## src/rtl/da_pkg.sv

```systemverilog
package da_pkg;

  // Strobes issued by the sequencer to the arithmetic path each cycle.
  typedef struct packed {
    logic load;       // capture a new sample vector and clear the accumulator
    logic step;       // consume one bit plane
    logic lastPlane;  // the plane being consumed is the sign plane
  } daCtrl_t;

endpackage

```

## src/rtl/da_lut.sv

```systemverilog
module da_lut #(
  parameter int NUM_TAPS = 8,
  parameter int COEF_W   = 8,
  parameter int LUT_W    = COEF_W + $clog2(NUM_TAPS),
  parameter logic [NUM_TAPS*COEF_W-1:0] COEFS = '0
) (
  input  logic [NUM_TAPS-1:0]     addr,
  output logic signed [LUT_W-1:0] word
);

  localparam int DEPTH = 2 ** NUM_TAPS;

  // Partial sum of the coefficients selected by the set bits of k.
  function automatic logic signed [LUT_W-1:0] entryOf(input logic [NUM_TAPS-1:0] k);
    logic signed [LUT_W-1:0]  acc;
    logic signed [COEF_W-1:0] c;
    acc = '0;
    for (int j = 0; j < NUM_TAPS; j++) begin
      c = COEFS[j*COEF_W +: COEF_W];
      if (k[j]) acc = acc + LUT_W'(c);
    end
    return acc;
  endfunction

  logic signed [LUT_W-1:0] lutTable [DEPTH];

  for (genvar k = 0; k < DEPTH; k++) begin : g_entry
    assign lutTable[k] = entryOf(NUM_TAPS'(k));
  end

  assign word = lutTable[addr];

endmodule

```

## src/rtl/da_ctrl.sv

```systemverilog
module da_ctrl
  import da_pkg::*;
#(
  parameter int SAMPLE_W = 8
) (
  input  logic    clk,
  input  logic    rstN,
  input  logic    start,
  output daCtrl_t ctrl,
  output logic    busy,
  output logic    done
);

  localparam int CNT_W = $clog2(SAMPLE_W + 1);
  localparam logic [CNT_W-1:0] LAST = CNT_W'(SAMPLE_W - 1);

  logic             busyR;
  logic             doneR;
  logic [CNT_W-1:0] planeCnt;

  always_comb begin
    ctrl.load      = start && !busyR;
    ctrl.step      = busyR;
    ctrl.lastPlane = busyR && (planeCnt == LAST);
  end

  always_ff @(posedge clk or negedge rstN) begin
    if (!rstN) begin
      busyR    <= 1'b0;
      doneR    <= 1'b0;
      planeCnt <= '0;
    end else begin
      doneR <= ctrl.lastPlane;
      if (ctrl.load) begin
        busyR    <= 1'b1;
        planeCnt <= '0;
      end else if (busyR) begin
        if (ctrl.lastPlane) busyR <= 1'b0;
        planeCnt <= planeCnt + 1'b1;
      end
    end
  end

  assign busy = busyR;
  assign done = doneR;

endmodule

```

## src/rtl/da_datapath.sv

```systemverilog
module da_datapath
  import da_pkg::*;
#(
  parameter int NUM_TAPS = 8,
  parameter int SAMPLE_W = 8,
  parameter int COEF_W   = 8,
  parameter logic [NUM_TAPS*COEF_W-1:0] COEFS = '0,
  parameter int LUT_W    = COEF_W + $clog2(NUM_TAPS),
  parameter int RES_W    = LUT_W + SAMPLE_W
) (
  input  logic                         clk,
  input  logic                         rstN,
  input  daCtrl_t                      ctrl,
  input  logic [NUM_TAPS*SAMPLE_W-1:0] sampleIn,
  output logic [RES_W-1:0]             result
);

  logic [SAMPLE_W-1:0]     smpReg [NUM_TAPS];
  logic [NUM_TAPS-1:0]     planeAddr;
  logic signed [LUT_W-1:0] lutWord;
  logic signed [LUT_W-1:0] accHi;
  logic [SAMPLE_W-1:0]     accLo;
  logic signed [LUT_W:0]   hiExt;
  logic signed [LUT_W:0]   wordExt;
  logic signed [LUT_W:0]   stepSum;

  // One right-shifting register per tap; bit 0 is that tap's current plane bit.
  for (genvar j = 0; j < NUM_TAPS; j++) begin : g_tap
    always_ff @(posedge clk or negedge rstN) begin
      if (!rstN)          smpReg[j] <= '0;
      else if (ctrl.load) smpReg[j] <= sampleIn[j*SAMPLE_W +: SAMPLE_W];
      else if (ctrl.step) smpReg[j] <= smpReg[j] >> 1;
    end
    assign planeAddr[j] = smpReg[j][0];
  end

  da_lut #(
    .NUM_TAPS(NUM_TAPS),
    .COEF_W  (COEF_W),
    .LUT_W   (LUT_W),
    .COEFS   (COEFS)
  ) lutInst (
    .addr(planeAddr),
    .word(lutWord)
  );

  // Add the plane's partial sum (subtract on the sign plane), then halve.
  always_comb begin
    hiExt   = {accHi[LUT_W-1], accHi};
    wordExt = {lutWord[LUT_W-1], lutWord};
    stepSum = ctrl.lastPlane ? (hiExt - wordExt) : (hiExt + wordExt);
  end

  always_ff @(posedge clk or negedge rstN) begin
    if (!rstN) begin
      accHi <= '0;
      accLo <= '0;
    end else if (ctrl.load) begin
      accHi <= '0;
      accLo <= '0;
    end else if (ctrl.step) begin
      accHi <= stepSum[LUT_W:1];
      accLo <= {stepSum[0], accLo[SAMPLE_W-1:1]};
    end
  end

  assign result = {accHi, accLo};

endmodule

```

## src/rtl/da_inner_product.sv

```systemverilog
module da_inner_product
  import da_pkg::*;
#(
  parameter int NUM_TAPS = 8,
  parameter int SAMPLE_W = 8,
  parameter int COEF_W   = 8,
  parameter logic [NUM_TAPS*COEF_W-1:0] COEFS =
    {8'hFF, 8'h03, 8'hEE, 8'h32, 8'hB5, 8'h59, 8'h80, 8'h7F}
) (
  input  logic                                          clk,
  input  logic                                          rstN,
  input  logic                                          start,
  input  logic [NUM_TAPS*SAMPLE_W-1:0]                  sampleIn,
  output logic                                          busy,
  output logic                                          done,
  output logic [COEF_W+$clog2(NUM_TAPS)+SAMPLE_W-1:0]   result
);

  localparam int LUT_W = COEF_W + $clog2(NUM_TAPS);
  localparam int RES_W = LUT_W + SAMPLE_W;

  daCtrl_t ctrlBus;

  da_ctrl #(
    .SAMPLE_W(SAMPLE_W)
  ) ctrlInst (
    .clk  (clk),
    .rstN (rstN),
    .start(start),
    .ctrl (ctrlBus),
    .busy (busy),
    .done (done)
  );

  da_datapath #(
    .NUM_TAPS(NUM_TAPS),
    .SAMPLE_W(SAMPLE_W),
    .COEF_W  (COEF_W),
    .COEFS   (COEFS),
    .LUT_W   (LUT_W),
    .RES_W   (RES_W)
  ) dpInst (
    .clk     (clk),
    .rstN    (rstN),
    .ctrl    (ctrlBus),
    .sampleIn(sampleIn),
    .result  (result)
  );

endmodule

```

## config.mk

```make
export PLATFORM = sky130hd
export DESIGN_NAME = da_inner_product
export DESIGN_NICKNAME = d
export VERILOG_FILES = /design/src/rtl/da_pkg.sv /design/src/rtl/da_lut.sv /design/src/rtl/da_ctrl.sv /design/src/rtl/da_datapath.sv /design/src/rtl/da_inner_product.sv
export SDC_FILE = /design/constraint.sdc
export NUM_CORES = 1
export LEC_CHECK = 0
export BUFFER_PORTS_ARGS = -buffer_cell sky130_fd_sc_hd__buf_2
export CAP_MARGIN = 20
export CELL_PAD_IN_SITES_DETAIL_PLACEMENT = 0
export CELL_PAD_IN_SITES_GLOBAL_PLACEMENT = 1
export CORE_UTILIZATION = 44
export DETAILED_ROUTE_END_ITERATION = 6
export GPL_TIMING_DRIVEN = 0
export PLACE_DENSITY = 0.84
export SLEW_MARGIN = 20
export SYNTH_ARGS = -nofsm -noshare
export SYNTH_HDL_FRONTEND = slang
export SYNTH_HIERARCHICAL = 1
export SYNTH_SLANG_ARGS = --single-unit
```

## constraint.sdc

```tcl
create_clock -name clk -period 5 [get_ports clk]
set_clock_uncertainty 0.15 [all_clocks]
set_input_delay 1 -clock clk [delete_from_list [all_inputs] [get_ports clk]]
set_output_delay 1 -clock clk [all_outputs]
set_load 0.03 [all_outputs]
```

==> metrics, run 1 <==
status completed; IO buf count 87; Setup TNS 0 ps; fin. max-slew vios 0; share of post-route cells with drive strength above 1 a little under a fifth; Max FO, Critical Path 17; GP Congestion 0.9622; die area 0.01400 mm^2; period utilisation layout 94.86%; Worst Max-Slew Pin Slew 639.5 ps; largest net degree at the start of global routing 60; average size of a mapped cell 8.995 um^2; Ys Warns 6; 1st-iter DRT viols about 330; CTS buffer count 9; Hold WS between 300 and 400 ps; CTS sink count 89; arrival time worst endpoint 4820 ps; Post-synth ARST share 100.0%; Core Rows 42; Core ar. 0.01324 mm^2; initial antenna violation count 0; die width 118.3 um; RSZ-0062 raised after global routing false; Filler cells 1285; CP max stage delay 520 ps; WP data required between 5000 and 6000 ps; GRT Util Overall 21.91%; cell mode on critical path ha_1; Fin. Hold Viols 0; IO Count 88; total inserted antenna cells 0; synthesized cell area 0.005954 mm^2; sequential area share after synthesis a little under two fifths; CTS tree yes; Synthesized Nets 763; CTS Hold Bufs 0; crit end category flop; Primary FF master, synth dfrtp_1; Post-Syn Instances 662; Post-synth EDFFs 0; crit-path cells buf_2 > inv_6 > ha_1 > mux4_2 > o21ai_0 > o311ai_1 > a21oi_2 > inv_1 > ha_1 > a31o_2 > o21ai_0 > xnor2_1 > ha_1 > a21o_1 > a22oi_2 > a21oi_1 > o21ai_1 > mux2i_1 > mux2_1; Starting Density between 40 and 50%; worst hold path type reg2reg; DR WL/cell ~16 um; Max IR drop VDD 0.0003350 V; vias after detailed routing 5206; post-synthesis register bit count just under 90; max_slew headroom a little under three fifths; Max Freq around 210 MHz; post-synthesis cell type count 68; min Tclk post-route about 4700 ps; Max clock buf depth 2; Post-DP HPWL 11100 um; CP startpoint kind flop; Root Buffer clkbuf_16; final WL 15070 um; H-tree levels 3; total grt overflow 0; clock slew at reported path FFs roughly 70 ps; clock insertion delay at the later pin of the skew report around 340 ps; WP buf/inv 3; drt first pass iters 5; drc violations 0; Worst path slowest cell dfrtp_2; vias in the first global route 4959; DRT antenna net count 0; Setup Viol. Count Final 0; Via density 5.515; area delta synth->final 17.59%; Design Power 5.750 mW; delay-heaviest family, CP compound AO/OA/AOI/OAI gates; Setup CP Type reg2reg; Die Y 118.3 um; max_cap viols 0; first-pass GRT wire length 24500 um; pwr/cell area 821.2 mW/mm^2; leakage 3.479 nW; fin nets 864
-- state kept, by name, summed over array words and instances (netlist names) --
name               cells
dpInst/accLo           8
ctrlInst/planeCnt      4
ctrlInst/done          1
ctrlInst/busy          1
dpInst/smpReg         56
dpInst/planeAddr       8
dpInst/accHi          11
-- layout make-up --
type / instances / area (um^2) / share of cell area (%)
inverters: 21 / 83.83 / 1.197
flip-flops and latches: 89 / 2230 / 31.84
clock inverters: 5 / 87.58 / 1.251
well taps: 176 / 220.2 / 3.145
repair buffers: 90 / 480.5 / 6.862
multi-input cells: 507 / 3448 / 49.25
clock buffers: 11 / 232.7 / 3.324
plain buffers: 45 / 219.0 / 3.127
-- Yosys cell counts, drive strengths merged (2+ instances only) --
library cell / number / share of area (%)
a31oi: 9 / 0.95
nand3b: 3 / 0.38
nor3: 12 / 1.2
a21o: 5 / 0.63
clkbuf: 24 / 1.5
nand2b: 21 / 2.2
a221oi: 2 / 0.40
a21boi: 3 / 0.38
mux2i: 71 / 12
o311ai: 7 / 1.0
nor2: 39 / 2.5
xnor2: 13 / 1.9
o211ai: 8 / 1.0
a32oi: 2 / 0.29
nand3: 4 / 0.34
o22ai: 4 / 0.42
a21oi: 34 / 2.9
o21a: 2 / 0.25
o211a: 2 / 0.34
a311oi: 3 / 0.44
nand2: 86 / 5.4
o21bai: 3 / 0.38
o21ai: 86 / 7.2
mux2: 3 / 0.57
xor2: 6 / 0.88
inv: 20 / 1.3
o31ai: 3 / 0.61
and3: 3 / 0.32
ha: 33 / 6.9
buf: 21 / 2.2
or3: 3 / 0.32
and2: 2 / 0.25
a211oi: 4 / 0.50
dfrtp: 89 / 37
nor2b: 10 / 1.2
-- cell usage in the layout (no fill, tap or decap), types with 3 or more instances in the layout --
| cell | Yosys | layout |
|---|---|---|
| a211oi_1 | 4 | 4 |
| a21boi_0 | 3 | 3 |
| a21o_1 | 5 | 5 |
| a21oi_1 | 34 | 33 |
| a311oi_1 | 3 | 3 |
| a31oi_1 | 9 | 9 |
| and3_1 | 3 | 3 |
| buf_2 | 13 | 99 |
| buf_4 | 7 | 10 |
| clkbuf_1 | 24 | 26 |
| clkbuf_16 | 0 | 9 |
| dfrtp_1 | 89 | 87 |
| ha_1 | 33 | 31 |
| inv_1 | 18 | 18 |
| mux2i_1 | 71 | 71 |
| nand2_1 | 86 | 86 |
| nand2b_1 | 21 | 21 |
| nand3_1 | 4 | 4 |
| nand3b_1 | 3 | 3 |
| nor2_1 | 39 | 39 |
| nor2b_1 | 9 | 9 |
| nor3_1 | 10 | 10 |
| o211ai_1 | 8 | 8 |
| o21ai_0 | 85 | 85 |
| o21bai_1 | 3 | 3 |
| o22ai_1 | 4 | 4 |
| o311ai_0 | 4 | 4 |
| o311ai_1 | 3 | 3 |
| or3_1 | 3 | 3 |
| xnor2_1 | 13 | 13 |
| xor2_1 | 6 | 6 |
-- power by group --
part           total, mW  internal [mW]  switching [mW]
Sequential          1.22           1.02           0.203
Combinational       3.80           1.65            2.15
Clock              0.730          0.444           0.286
-- worst paths after layout --
kind                                    endpoint                 start  slack [ps]  cells past startpoint
worst min register to register     ctrlInst/done  ctrlInst/planeCnt[3]         340                      1
worst max-delay path            dpInst/accHi[10]   dpInst/planeAddr[2]         260                     19
max in group asynchronous       dpInst/smpReg[6]                  rstN        3610                      2
min in group asynchronous        dpInst/accHi[2]                  rstN         450                      1
worst min-delay path               ctrlInst/done  ctrlInst/planeCnt[3]         340                      1
worst max register to register  dpInst/accHi[10]   dpInst/planeAddr[2]         260                     19
-- cells by family (layout without fill, tap and decap cells) --
logic type | Yosys count | after routing | share of synthesized area (%)
multiplexers | 75 | 75 | 12.88
XOR/XNOR | 19 | 19 | 2.795
adder cells (fa/ha/maj) | 35 | 35 | 7.439
AO/OA/AOI/OAI | 190 | 190 | 19.77
AND/OR/NAND/NOR | 188 | 188 | 14.71
buffers and inverters | 66 | 172 | 5.001
flip-flops | 89 | 89 | 37.40
-- per-layer routing --
layer / wire length [um] / track usage (%) / up-vias
met3: 719 / 3.089 / 23
met5: 0 / 0 / -
met2: 6912 / 35.07 / 156
li1: - / - / 2548
met1: 7145 / 30.22 / 2479
met4: 295 / 7.772 / 0
-- what timing repair did --
action | in CTS | in global routing
setup endpoints to repair | 6 | 2
setup buffers | 0 | 2
resized for setup | 5 | 4
pin swaps | 0 | 2
-- stage by stage --
stage	util, %	area [um^2]	worst slack, ps	cells
floorplan	-	5954	391.9	662
global placement	49.92	6610	-489.1	925
detailed placement	50.14	6640	-508.1	926
CTS	52.64	6970	42.66	942
global route	52.87	7002	11.89	944
finish	52.87	7002	257.1	944
Power figures use the tool's default switching activity.
==> run 2: changes to the inputs <==
MAX_ROUTING_LAYER = met4   (was unset)
SETUP_SLACK_MARGIN = 0.5   (was unset)
==> run 2 against run 1 <==
Effect of this change:
- sequential share of layout area decreased by 0.88 points
- largest cell class unchanged
- clock-buffer cell count down 1
- worst hold slack lost 6.1 ps
- wire length rose by 3.7%
- sequential power is essentially flat
- critical endpoint unchanged
- die area is the same
- non-clock buffer count up 11
- largest power group unchanged
- utilization up 1.5 points
- critical path depth shrank 1
==> metrics, run 2 (same netlist as run 1, synthesis figures left out) <==
status completed; vias in the first global route 5209 (+5.0%); drc violations 0 (unchanged); WP data required 5080 ps (about the same); total grt overflow 0 (unchanged); arrival time worst endpoint 4410 ps (-410 ps); Pint 3.197 mW (+2.7%); sequential power share 20.5% (-0.7 points); Max Freq 230.6 MHz (+9.4%); CTS tree yes; GP Congestion 0.9256 (-3.8%); CP max stage delay 500 ps (-20 ps); CP startpoint kind flop; max_slew headroom 56.26% (-1.1 points); Die Y 118.3 um (unchanged); H-tree levels 3 (unchanged); share of post-route cells with drive strength above 1 22.62% (+3.5 points); min Tclk post-route 4336 ps (-407.2 ps); fin nets 875 (+1.3%); CTS sink count 89 (unchanged); area delta synth->final 20.99%; fin. max-slew vios 0 (unchanged); CTS buffer count 9 (unchanged); Setup CP Type reg2reg; most frequent cells in the layout 98 x buf_2, 86 x nand2_1, 86 x dfrtp_1, 84 x o21ai_0, 71 x mux2i_1; total inserted antenna cells 0 (unchanged); GRT Util Overall 23.99% (+2.1 points); setup ws final 664.2 ps (+407.2 ps); final WL 15630 um (+3.7%); 1st-iter DRT viols 355 (+8.6%); crit-path cells buf_4 > ha_1 > a2111oi_2 > nor3_1 > a31oi_1 > o211ai_1 > buf_4 > nor3_4 > a31o_4 > o21ai_0 > xnor2_1 > ha_1 > a21o_1 > a22oi_2 > nand2_1 > o21ai_2 > mux2i_1 > mux2_1; Setup Viol. Count Final 0 (unchanged); max_cap viols 0 (unchanged); drt first pass iters 5 (unchanged); Fin. Hold Viols 0 (unchanged); Psw 2.723 mW (+3.3%); dpl ws -220.9 ps (+287.2 ps); Biggest register dpInst/smpReg; leakage 3.541 nW (+1.8%); worst hold path type reg2reg; IO buf count 87 (unchanged); DR WL/cell 16.38 um (+2.6%); crit end category flop; Root Buffer clkbuf_16; period utilisation layout 86.72% (-8.1 points); clock power share 11.6% (-1.1 points); die width 118.3 um (unchanged); Max clock buf depth 2 (unchanged); Worst Max-Slew Pin Slew 656.1 ps (+16.60 ps); Design Power 5.920 mW (+3.0%); Max FO, Critical Path 7 (-10); largest net degree at the start of global routing 60 (unchanged); DRT antenna net count 0 (unchanged); Post-DP HPWL 11350 um (+2.3%); clock insertion delay at the later pin of the skew report 350 ps (about the same); Via density 5.596 (+1.5%); IO Count 88 (unchanged); die area 0.01400 mm^2 (unchanged); Core Rows 42 (unchanged); max FFs per register 56 (unchanged); vias after detailed routing 5339 (+2.6%); sw frac 45.99% (+0.14 points); clock slew at reported path FFs 60 ps (about the same); Core ar. 0.01324 mm^2 (unchanged); top flop regs dpInst/smpReg x56, dpInst/accHi x11; combinational share of power 67.9% (+1.8 points); first-pass GRT wire length 25940 um (+5.9%); pwr/cell area 821.7 mW/mm^2 (about the same); initial antenna violation count 0 (unchanged); most common cell after layout, fill and taps aside buf_2; Starting Density 44.96% (unchanged); Max IR drop VDD 0.0003402 V (+1.6%); Worst path slowest cell dfrtp_2; RSZ-0062 raised after global routing false
## run 2: repair_timing
item,in CTS,in global routing
hold buffers,0,0
setup buffers,7,6
resized for setup,15,26
setup endpoints to repair,8,3
pin swaps,2,8
## run 2: through the flow
| stage | hold slack [ps] | utilization (%) | cells | setup TNS (ps) | area (um^2) |
|---|---|---|---|---|---|
| floorplan | 296.0 | - | 662 | 0 | 5956 |
| global placement | 327.9 | 49.92 | 925 | -158.1 | 6611 |
| detailed placement | 327.5 | 50.15 | 926 | -363.5 | 6641 |
| CTS | 334.8 | 53.24 | 948 | 0 | 7051 |
| global route | 354.4 | 54.40 | 954 | 0 | 7204 |
| finish | 336.0 | 54.40 | 954 | 0 | 7204 |
## run 2: worst paths after layout
kind,slack [ps],cells after the start,to,from
max reg2reg,660,18,dpInst/accHi[10],dpInst/planeAddr[0]
max in group asynchronous,3600,2,dpInst/planeAddr[0],rstN
max,660,18,dpInst/accHi[10],dpInst/planeAddr[0]
min,340,1,ctrlInst/done,ctrlInst/planeCnt[3]
min reg2reg,340,1,ctrlInst/done,ctrlInst/planeCnt[3]
min in group asynchronous,440,1,dpInst/accHi[2],rstN
## run 2: layer usage
metal / routed length [um] / vias up / track usage [%]
met1: 7267 / 2614 / 31.55
met5: 0 / - / -
met3: 804 / 13 / 4.923
met4: 227 / 0 / 7.292
li1: - / 2566 / -
met2: 7326 / 146 / 37.21
## run 2: worst max-delay path: cells and delay by family (launching register included)
family	cells	cell delay (ps)
adder cells (fa/ha/maj)	2	540
XOR/XNOR	1	240
AO/OA/AOI/OAI	8	1490
AND/OR/NAND/NOR	3	380
buffers and inverters	2	350
flip-flops	1	500
multiplexers	2	560
## run 2: layout make-up
type	count	area, um^2
Timing Repair Buffer	101	563.0
Tap cell	176	220.2
Clock buffer	10	239.0
Multi-Input combinational cell	507	3546
Clock inverter	5	62.56
Buffer	45	241.5
Fill cell	1285	6038
Sequential cell	89	2231
Inverter	21	101.3
## run 2: power groups by stage
stage	combinational, mW	clock (mW)	sequential, mW
2_1_floorplan	2.81	0	1.34
3_3_place_gp	3.63	0	1.22
3_5_place_dp	3.73	0	1.23
4_1_cts	3.85	0.704	1.21
5_1_grt	4.46	0.738	1.25
6_report	4.02	0.688	1.21
==> run 3: changes to the inputs <==
HOLD_SLACK_MARGIN = 0.15   (was unset)
REMOVE_ABC_BUFFERS = 1   (was unset)
clock period = 4.05 ns   (was 5 ns; I/O delays follow)
==> run 3 against run 2 <==
Effect of this change:
- the run now ends with setup timing left
- register-to-register slack got worse by 800 ps
- via count fell by 1.9%
- first-iteration DRC count fell by 36%
- cell area rose by 6.5%
- critical endpoint unchanged
==> metrics, run 3 (same netlist as run 1, synthesis figures left out) <==
delay-heaviest family, CP compound AO/OA/AOI/OAI gates; arrival time worst endpoint 4270 ps (-140 ps); final instance area 0.007672 mm^2 (+6.5%); vias after detailed routing 5239 (-1.9%); crit path from dpInst/planeAddr[3]; DR WL/cell 15.42 um (-5.8%); clock insertion delay at the later pin of the skew report 350 ps (about the same); Die Y 118.3 um (unchanged); status finished, violations left; Hold WS 284.7 ps (-51.21 ps); Max FO, Critical Path 5 (-2); CTS sink count 89 (unchanged); setup ws final -139.3 ps (-803.5 ps); most common cell after layout, fill and taps aside buf_2; H-tree levels 3 (unchanged); min Tclk post-route 4189 ps (-146.5 ps); WP data required 4130 ps (-950 ps); CP max stage delay 480 ps (-20 ps); M2 GR Usage 33.82% (-3.4 points); Via density 5.521 (-1.4%); vias in the first global route 4955 (-4.9%); total grt overflow 0 (unchanged); Worst path slowest cell dfrtp_4; most frequent cells in the layout 87 x buf_2, 86 x nand2_1, 81 x dfrtp_1, 76 x o21ai_0, 69 x mux2i_1; Biggest register dpInst/smpReg; IO Count 88 (unchanged); Post-DP HPWL 8824 um (-22%); initial antenna violation count 0 (unchanged); CP startpoint kind flop; Fin. Hold Viols 0 (unchanged); crit-path cells clkinvlp_4 > ha_4 > o32a_1 > o211ai_1 > a31oi_1 > o211ai_1 > buf_4 > nor3_4 > a31o_4 > o21ai_2 > xnor2_2 > ha_1 > a21o_1 > a22oi_2 > nand2_1 > o21ai_2 > mux2i_1 > mux2_1; IO buf count 87 (unchanged); Setup Viol. Count Final 3 (+3); total inserted antenna cells 0 (unchanged); first-pass GRT wire length 23860 um (-8.0%); fin nets 869 (-0.69%); Setup CP Type reg2reg; failing checks setup timing; CTS buffer count 9 (unchanged); largest net degree at the start of global routing 83 (+38%); share of post-route cells with drive strength above 1 30.66% (+8.0 points); worst hold path type in2async; Max Freq 238.7 MHz (+3.5%); die width 118.3 um (unchanged); Core ar. 0.01324 mm^2 (unchanged); clock slew at reported path FFs 70 ps (about the same); DRT antenna net count 0 (unchanged); RSZ-0062 raised after global routing true; area delta synth->final 28.85%; max_cap viols 0 (unchanged); CTS Hold Bufs 0 (unchanged); top flop regs dpInst/smpReg x56, dpInst/accHi x11; Most Crowded Layer GR met2; Reg-to-Reg Start dpInst/planeAddr[3]; period utilisation layout 103.4% (+17 points); max_slew headroom 52.44% (-3.8 points); Setup TNS -235.7 ps (-235.7 ps); CTS tree yes; Starting Density 44.96% (unchanged); Max clock buf depth 2 (unchanged); GRT Util Overall 21.71% (-2.3 points); GP Congestion 0.8772 (-5.2%); drt first pass iters 7 (+2); r2r setup slk -140 ps (-800 ps); final WL 14640 um (-6.3%); 1st-iter DRT viols 227 (-36%); crit end category flop; WP buf/inv 2 (unchanged); die area 0.01400 mm^2 (unchanged); fin. max-slew vios 0 (unchanged); drc violations 0 (unchanged); Filler cells 1196 (-6.9%); Worst Max-Slew Pin Slew 713.5 ps (+57.35 ps); Root Buffer clkbuf_16; dpl ws -1454 ps (-1234 ps); met3 Track Usage GR 3.523% (-1.4 points); max FFs per register 56 (unchanged); Core Rows 42 (unchanged); Area after DPL 0.006484 mm^2 (-2.4%); met1 GRT Util 27.97% (-3.6 points)
## run 3: changes by cell type in the layout (fill, tap and decap cells not counted), sizes merged
cell,previous run,this run
clkinvlp,3,1
clkinv,0,3
buf,122,139
inv,22,21
clkbuf,34,11
bufbuf,0,1
## run 3: through the flow
stage / util, % / instances
floorplan: - / 617
global placement: 48.26 / 880
detailed placement: 48.96 / 883
CTS: 55.36 / 933
global route: 57.94 / 949
finish: 57.94 / 949
## run 3: final cells by class
cell class / instances / area (um^2) / share of cell area (%)
Multi-Input combinational cell: 507 / 3822 / 49.82
Timing Repair Buffer: 140 / 978.4 / 12.75
Inverter: 21 / 97.59 / 1.272
Clock buffer: 11 / 242.7 / 3.164
Sequential cell: 89 / 2250 / 29.32
Clock inverter: 5 / 61.31 / 0.7991
Tap cell: 176 / 220.2 / 2.870
## run 3: path summary, 6_finish.rpt
check | end | cells past startpoint
min in group clk | ctrlInst/done | 1
worst min-delay path | dpInst/accHi[7] | 1
max in group asynchronous | dpInst/planeAddr[5] | 2
worst min register to register | ctrlInst/done | 1
worst max register to register | dpInst/accHi[10] | 18
worst max-delay path | dpInst/accHi[10] | 18
## run 3: routing by layer
layer / share of wire, % / routed length, um
met5: 0 / 0
met4: 2.2 / 315
met1: 45 / 6539
met3: 5.6 / 821
met2: 48 / 6958
## run 3: worst reg2reg max path: stages (launching register included)
cell,delay (ps)
dfrtp_4,480
clkinvlp_4,200
ha_4,350
o32a_1,130
o211ai_1,120
a31oi_1,210
o211ai_1,100
buf_4,180
nor3_4,210
a31o_4,210
o21ai_2,70
xnor2_2,140
ha_1,330
a21o_1,190
a22oi_2,200
nand2_1,100
o21ai_2,150
mux2i_1,220
mux2_1,330
## run 3: repair_timing
| action | 4_1_cts | 5_1_grt |
|---|---|---|
| gates cloned | 1 | 0 |
| endpoints found under the setup margin | 11 | 10 |
| pin swaps | 19 | 37 |
| setup buffers | 33 | 16 |
| resized for setup | 66 | 47 |
| hold endpoints to repair | 0 | 0 |
Power of run 3 is left out: the tool's default activity adds up to more than one toggle a clock period on the data nets, which glitch-free logic cannot reach.
